==> src/rtl/fbg_pkg.sv <==
package fbg_pkg;
   localparam int unsigned FBG_INT_W  = 16;
   localparam int unsigned FBG_FRAC_W = 6;
   localparam int unsigned FBG_OVS    = 16;

   typedef enum logic [0:0] {
      FBG_HALTED  = 1'b0,
      FBG_RUNNING = 1'b1
   } fbg_run_e;
endpackage

==> src/rtl/fbg_divisor_latch.sv <==
module fbg_divisor_latch #(
   parameter int unsigned INT_W  = 16,
   parameter int unsigned FRAC_W = 6
) (
   input  logic              clk_i,
   input  logic              rst_ni,
   input  logic              en_i,
   input  logic [INT_W-1:0]  int_div_i,
   input  logic [FRAC_W-1:0] frac_div_i,
   output logic [INT_W-1:0]  int_q_o,
   output logic [FRAC_W-1:0] frac_q_o,
   output logic              valid_o
);
   always_ff @(posedge clk_i or negedge rst_ni) begin
      if (!rst_ni) begin
         int_q_o  <= '0;
         frac_q_o <= '0;
      end else if (!en_i) begin
         int_q_o  <= int_div_i;
         frac_q_o <= frac_div_i;
      end
   end

   assign valid_o = |int_q_o;
endmodule

==> src/rtl/fbg_frac_divider.sv <==
module fbg_frac_divider #(
   parameter int unsigned INT_W  = 16,
   parameter int unsigned FRAC_W = 6
) (
   input  logic              clk_i,
   input  logic              rst_ni,
   input  logic              run_i,
   input  logic [INT_W-1:0]  int_i,
   input  logic [FRAC_W-1:0] frac_i,
   output logic              tick_o,
   output logic [FRAC_W-1:0] acc_o
);
   localparam int unsigned CNT_W = INT_W + 1;

   logic [CNT_W-1:0]  cnt_q;
   logic [FRAC_W-1:0] acc_q;
   logic [FRAC_W:0]   phase_sum;
   logic              stretch;
   logic [CNT_W-1:0]  period_len;
   logic              period_end;

   assign phase_sum  = {1'b0, acc_q} + {1'b0, frac_i};
   assign stretch    = phase_sum[FRAC_W];
   assign period_len = {1'b0, int_i} + CNT_W'(stretch);
   assign period_end = (cnt_q == period_len - CNT_W'(1));
   assign tick_o     = run_i && period_end;
   assign acc_o      = acc_q;

   always_ff @(posedge clk_i or negedge rst_ni) begin
      if (!rst_ni) begin
         cnt_q <= '0;
         acc_q <= '0;
      end else if (!run_i) begin
         cnt_q <= '0;
         acc_q <= '0;
      end else if (period_end) begin
         cnt_q <= '0;
         acc_q <= phase_sum[FRAC_W-1:0];
      end else begin
         cnt_q <= cnt_q + CNT_W'(1);
      end
   end
endmodule

==> src/rtl/fbg_bit_counter.sv <==
module fbg_bit_counter #(
   parameter int unsigned OVS = 16
) (
   input  logic clk_i,
   input  logic rst_ni,
   input  logic run_i,
   input  logic osr_tick_i,
   output logic bit_tick_o
);
   generate
      if (OVS == 1) begin : g_direct
         assign bit_tick_o = osr_tick_i;
      end else begin : g_count
         localparam int unsigned SUB_W = $clog2(OVS);
         logic [SUB_W-1:0] sub_q;
         logic             sub_last;

         assign sub_last   = (sub_q == SUB_W'(OVS - 1));
         assign bit_tick_o = osr_tick_i && sub_last;

         always_ff @(posedge clk_i or negedge rst_ni) begin
            if (!rst_ni) begin
               sub_q <= '0;
            end else if (!run_i) begin
               sub_q <= '0;
            end else if (osr_tick_i) begin
               sub_q <= sub_last ? '0 : sub_q + SUB_W'(1);
            end
         end
      end
   endgenerate
endmodule

==> src/rtl/frac_baud_gen.sv <==
module frac_baud_gen
   import fbg_pkg::*;
#(
   parameter int unsigned INT_W  = FBG_INT_W,
   parameter int unsigned FRAC_W = FBG_FRAC_W,
   parameter int unsigned OVS    = FBG_OVS
) (
   input  logic              clk_i,
   input  logic              rst_ni,
   input  logic              en_i,
   input  logic [INT_W-1:0]  int_div_i,
   input  logic [FRAC_W-1:0] frac_div_i,
   output logic              osr_tick_o,
   output logic              bit_tick_o
);
   generate
      if (INT_W < 2) begin : g_bad_int
         $error("frac_baud_gen: INT_W must be at least 2");
      end
      if (FRAC_W < 1) begin : g_bad_frac
         $error("frac_baud_gen: FRAC_W must be at least 1");
      end
      if (OVS < 1) begin : g_bad_ovs
         $error("frac_baud_gen: OVS must be at least 1");
      end
   endgenerate

   logic [INT_W-1:0]  div_int_q;
   logic [FRAC_W-1:0] div_frac_q;
   logic              div_valid;
   logic [FRAC_W-1:0] frac_acc;
   fbg_run_e          run_state;

   assign run_state = (en_i && div_valid) ? FBG_RUNNING : FBG_HALTED;

   fbg_divisor_latch #(.INT_W(INT_W), .FRAC_W(FRAC_W)) u_latch (
      .clk_i      (clk_i),
      .rst_ni     (rst_ni),
      .en_i       (en_i),
      .int_div_i  (int_div_i),
      .frac_div_i (frac_div_i),
      .int_q_o    (div_int_q),
      .frac_q_o   (div_frac_q),
      .valid_o    (div_valid)
   );

   fbg_frac_divider #(.INT_W(INT_W), .FRAC_W(FRAC_W)) u_div (
      .clk_i  (clk_i),
      .rst_ni (rst_ni),
      .run_i  (run_state == FBG_RUNNING),
      .int_i  (div_int_q),
      .frac_i (div_frac_q),
      .tick_o (osr_tick_o),
      .acc_o  (frac_acc)
   );

   fbg_bit_counter #(.OVS(OVS)) u_bits (
      .clk_i      (clk_i),
      .rst_ni     (rst_ni),
      .run_i      (run_state == FBG_RUNNING),
      .osr_tick_i (osr_tick_o),
      .bit_tick_o (bit_tick_o)
   );
endmodule

==> config.mk <==
export PLATFORM = sky130hd
export DESIGN_NAME = frac_baud_gen
export DESIGN_NICKNAME = d
export VERILOG_FILES = /design/src/rtl/fbg_pkg.sv /design/src/rtl/fbg_divisor_latch.sv /design/src/rtl/fbg_frac_divider.sv /design/src/rtl/fbg_bit_counter.sv /design/src/rtl/frac_baud_gen.sv
export SDC_FILE = /design/constraint.sdc
export NUM_CORES = 1
export LEC_CHECK = 0
export CORE_ASPECT_RATIO = 0.5
export CORE_MARGIN = 2
export CORE_UTILIZATION = 32
export DETAILED_ROUTE_END_ITERATION = 7
export GPL_TIMING_DRIVEN = 0
export PLACE_DENSITY = 0.53
export SLEW_MARGIN = 5
export SYNTH_ARGS = -nofsm -noshare
export SYNTH_HDL_FRONTEND = slang
export SYNTH_SLANG_ARGS = --single-unit
export TNS_END_PERCENT = 50
==> constraint.sdc <==
create_clock -name clk_i -period 5 [get_ports clk_i]
set_clock_uncertainty 0.15 [all_clocks]
set_input_delay 0.75 -clock clk_i [delete_from_list [all_inputs] [get_ports clk_i]]
set_output_delay 0.75 -clock clk_i [all_outputs]
set_load 0.02 [all_outputs]
[Word-level counts from Yosys, hierarchy flattened]
Index checks and enable logic that the tools add are counted.
Word-level totals
  bits in registers: 49
  logic and storage cells: 26
Operators by class
  muxes and demuxes: 8
  add/sub/neg operators: 5
  equality and inequality tests: 4
  reductions and logical operators: 4
Operators with widths (number)
  $mux W17: 2
  $add A16 B1 Y17: 1
  $add A17 B1 Y17 const B: 1
  $eq A17 B17 Y1: 1
  $sub A17 B1 Y17 const B: 1
  $reduce_or A16 Y1: 1
  $mux W4: 3
  $mux W6: 2
  $add A6 B6 Y7: 1
  $add A4 B1 Y4 const B: 1
  $eq A4 B4 Y1 const B: 1
  $ne A2 B2 Y1 const B: 2
  $logic_and A1 B1 Y1: 3
  $mux W1: 1

[Longest topological paths before layout]
  word-level depth: 7
  gate-level depth with buffers: 18
  depth with buffers taken out: 15

[Cells and area by module]
Synthesis repeated with hierarchy kept, for this count alone.
Second synthesis, totals
  cells, all modules: 278
  area, all modules: 2960.3 µm²
By module, submodules not included
  fbg_frac_divider: cells an instance 207, area each 1888.1 µm², times used 1, sequential area each 575.6 µm²
  fbg_divisor_latch: cells an instance 51, area each 852.1 µm², times used 1, sequential area each 550.5 µm²
  fbg_bit_counter: cells an instance 19, area each 214.0 µm², times used 1, sequential area each 100.1 µm²
  frac_baud_gen: cells an instance 1, area each 6.3 µm², times used 1, sequential area each 0.0 µm²

[Least setup slack after synthesis]
Ideal clock, no wire load.
  path type: flip-flop to output port
  start point: register u_latch.frac_q_o[0]
  end point: output port bit_tick_o
  path buffers: 2
  setup slack: -0.336 ns
  data arrival time: 4.436 ns
  cell stages (with the launch flop): 18
  cells stage by stage: dfrtp_1 > ha_1 > fa_1 > a21oi_1 > o21bai_1 > a21o_1 > a21oi_1 > ha_1 > ha_1 > or4b_4 > buf_6 > or4_4 > xnor2_2 > nor3b_1 > and4_1 > clkbuf_1 > nand2_1 > nor3_1
Between the ends
  cells in the longest elaborated chain, start to end: 6
RTL lines
  start: declaration: line fbg_divisor_latch.sv:11  | output logic [FRAC_W-1:0] frac_q_o,
  start signal: assignment: line fbg_divisor_latch.sv:20  | frac_q_o <= frac_div_i;
  $add A6 B6 Y7: line fbg_frac_divider.sv:22  | assign phase_sum = {1'b0, acc_q} + {1'b0, frac_i};
  $add A16 B1 Y17: line fbg_frac_divider.sv:24  | assign period_len = {1'b0, int_i} + CNT_W'(stretch);
  $sub A17 B1 Y17: line fbg_frac_divider.sv:25  | assign period_end = (cnt_q == period_len - CNT_W'(1));
  $eq A17 B17 Y1: line fbg_frac_divider.sv:25
  $logic_and A1 B1 Y1: line fbg_frac_divider.sv:26  | assign tick_o = run_i && period_end;
  $logic_and A1 B1 Y1: line fbg_bit_counter.sv:19  | assign bit_tick_o = osr_tick_i && sub_last;
  end: declaration: line frac_baud_gen.sv:14  | output logic bit_tick_o
Every way passes these cells.

[Final worst setup path]
  start point: register u_div.acc_q[0] (netlist: u_div.acc_o[0])
  end point: output port bit_tick_o
Between the ends
  cells in the longest elaborated chain, start to end: 6
RTL lines
  start: declaration: line fbg_frac_divider.sv:16  | logic [FRAC_W-1:0] acc_q;
  start signal: assignment: line fbg_frac_divider.sv:38  | acc_q <= phase_sum[FRAC_W-1:0];
  $add A6 B6 Y7: line fbg_frac_divider.sv:22
  $add A16 B1 Y17: line fbg_frac_divider.sv:24
  $sub A17 B1 Y17: line fbg_frac_divider.sv:25
  $eq A17 B17 Y1: line fbg_frac_divider.sv:25
  $logic_and A1 B1 Y1: line fbg_frac_divider.sv:26
  $logic_and A1 B1 Y1: line fbg_bit_counter.sv:19
Every way passes these cells.

==> flow_summary.ini <==
[routing]
viasPerCell = 5.22
wl_per_cell_um = 15.7
drtIter0Drc = 110
route.met3.wl_um = 300
first_pass_iters = 4
wl_met2_um = 3590
wl_met1_um = 3600
dr.max_layer_used = met4
detail-route-antenna-nets = 0
drc = 0
drt_wl_total_um = 7600
vias = 2520

[logic_synthesis]
yosys-top-cells-count = dfrtp_1, mux2_2, xnor2_1, nand3_1, xor2_1
synth-edff-count = 0
syn_area_um2 = 3150
yosysWarnings = 0
synth.largest_area_cell = dfrtp_1
syn_inst = 308
seq_area_frac_synth_pct = 39.0
synth_area_leaders = dfrtp_1, mux2_2, xnor2_1, xor2_1, ha_1
synthArstFlopShare_pct = 100
synthMostInstantiatedCell = dfrtp_1
synth_top_area_share_pct = 39.0
synth_nets = 344
ys_seq_elements = 49
syn_area_per_cell_um2 = 10.2
ys.flop_type = dfrtp_1
synth.distinct_cells = 58

[power]
comb_power_share_pct = 17.6
vdd_ir_drop_max_v = 0.000102
powerDensity_nw_per_um2 = 244
p_seq_share_pct = 46.7
leakage_uw = 0.00153
p_clk_share_pct = 35.7
p_switching_uw = 260
switching_share_pct = 27.5
p_int_uw = 683

[layout]
drive_above_1_share_pct = 23.0
antenna_cells = 0
final_cells = 483
syn_to_final_growth_pct = 22.8
num-nets-final = 383

[global_routing]
grt_pass1_vias = 2549
grt_start_max_net_pins = 30
grt_overflow = 0
grt_pass1_wl_um = 12600
track_usage_pct = 15.2
antenna_found_initial = 0

[sta]
grt_setup_unrepaired = yes
worst_slew_pin_slew_ns = 0.747
worst_slack_ns = -0.0712
hold_slack_ns = 0.281
period_share_pct = 101
hold_violations = 0
min_period_ns = 5.07
drv_slew = 0
relSlewSlack_pct = 50.2
fmax_mhz = 197
setup_viol = 2

[worst_setup_path]
cp_common_cell = ha_4
start_kind = flip-flop
cp.required_ns = 4.10
critPathTopFamily = simple AND/OR/NAND/NOR gates
crit_slowest_cell = or4b_4
critical_path_arrival_ns = 4.17
crit_buf_inv = 2
path_max_fanout = 6
slowest_delay_ns = 0.51
path_class = reg -> out
cp_cell_sequence = ha_4, fa_2, a21oi_2, o21bai_2, a21o_1, a21oi_2, ha_4, ha_4, or4b_4, or4_4, xnor2_2, nor3b_2, and4_1, clkbuf_8, nand2_4, nor3_4, buf_6
end_kind = primary output

[clock_tree]
clkLatencyLatePin_ns = 0.29
root_buffer = clkbuf_16
cts_buffers = 5
clockBufferDepth = 2
clk_pin_slew_ns = 0.07
cts_tree = yes
hold_buffers = 0
cts_max_level = 2
cts_num_sinks = 49

[min_path]
hp-class = in -> async

[run]
drv_cap = 0

[floorplanning]
die-area_um2 = 10700
die_h_um = 74.1
die_w_um = 144
core_um2 = 9510
start_util_pct = 33.1
core.rowCount = 25
io-pin-count = 27

[placed_design]
dpl.cell_count = 470
place_hpwl_um = 5580
place_congestion = 0.843
port_buffers = 26

[run_status]
failed_checks = negative setup slack
status = finished, violations left
[worst reg2reg max path: cells and delay by family, from the launching register on]
kind,cells,cell delay (ns)
and+or+nand+nor,5,2.12
adders and majority gates,4,0.87
AOI/OAI and AO/OA,5,0.78
DFF,1,0.41
xor gates and xnor gates,1,0.16
[worst paths after layout]
path                                                       from                             endpoint  slack, ns  depth (start not counted)
min in group clk_i              u_latch.frac_q_o[4]$_DFFE_PN0N_      u_latch.frac_q_o[4]$_DFFE_PN0N_       0.38                          1
worst max-delay path                 u_div.acc_o[0]$_DFFE_PN0P_                           bit_tick_o      -0.07                         17
max in group asynchronous                                rst_ni      u_latch.frac_q_o[0]$_DFFE_PN0N_       3.87                          2
worst min register to register  u_latch.frac_q_o[4]$_DFFE_PN0N_      u_latch.frac_q_o[4]$_DFFE_PN0N_       0.38                          1
worst min-delay path                                     rst_ni             u_div.cnt_q[1]$_DFF_PN0_       0.28                          1
worst max register to register       u_div.acc_o[0]$_DFFE_PN0P_  u_bits.g_count.sub_q[3]$_DFFE_PN0P_       0.43                         15
[per-stage QoR]
stage	cell area [µm²]	TNS (ns)	util, %	total power [µW]	setup slack [ns]
after floorplan	3160	0	-	541	0.0384
after global placement	3590	-1.78	37.8	594	-0.897
after detailed placement	3610	-2.01	37.9	603	-0.967
after CTS	3830	-0.266	40.3	947	-0.150
after global routing	3860	-0.558	40.6	984	-0.297
final	3860	-0.109	40.6	943	-0.0712
[kinds of logic (layout without fill, tap and decap cells)]
family	after synthesis	after routing	synth area share (%)
AND/OR/NAND/NOR	119	119	24.4
adder cells (fa/ha/maj)	11	11	4.61
multiplexers	23	23	8.19
AO/OA/AOI/OAI	45	45	9.15
buffers and inverters	24	64	4.14
flip-flops	49	49	39.0
XOR/XNOR	37	37	10.5
[registers in the layout, indices dropped and copies added (netlist names)]
register	count
u_div.acc_o	6
u_latch.frac_q_o	6
u_div.cnt_q	17
u_bits.g_count.sub_q	4
u_latch.int_q_o	16
[metal layers]
| metal | up-vias | track usage [%] |
|---|---|---|
| li1 | 1203 | - |
| met1 | 1268 | 20.5 |
| met2 | 42 | 24.5 |
| met3 | 7 | 3.41 |
| met4 | 0 | 5.07 |
| met5 | - | 0 |
[layout by cell type, fill, tap and decap left out, drive strengths merged, types with 7 or more instances in the layout]
cell type,n
o21ai,11
nand4,7
xor2,16
nand3,18
nand2,10
ha,10
buf,18
a21oi,15
nor2,8
nor3,23
dfrtp,49
xnor2,21
mux2,22
clkbuf,15
clkdlybuf4s50,23
[power groups by stage]
stage | Combinational, µW | Clock, µW | Sequential (µW)
floorplan | 103 | 0 | 438
global placement | 148 | 0 | 446
detailed placement | 156 | 0 | 447
CTS | 163 | 345 | 440
global route | 182 | 358 | 443
finish | 166 | 337 | 440
[timing repair]
item,CTS,global route
pin swaps,8,6
buffers inserted,5,1
resized for setup,26,3
setup endpoints to repair,3,2
[cell type report]
class	count	area, µm²
plain buffers	17	106
clock buffers	6	129
clock inverters	2	10.0
fillers	936	5650
inverters	6	22.5
multi-input cells	235	1880
flip-flops and latches	49	1230
well taps	135	169
repair buffers	33	323
(Power assumes the default switching activity.)
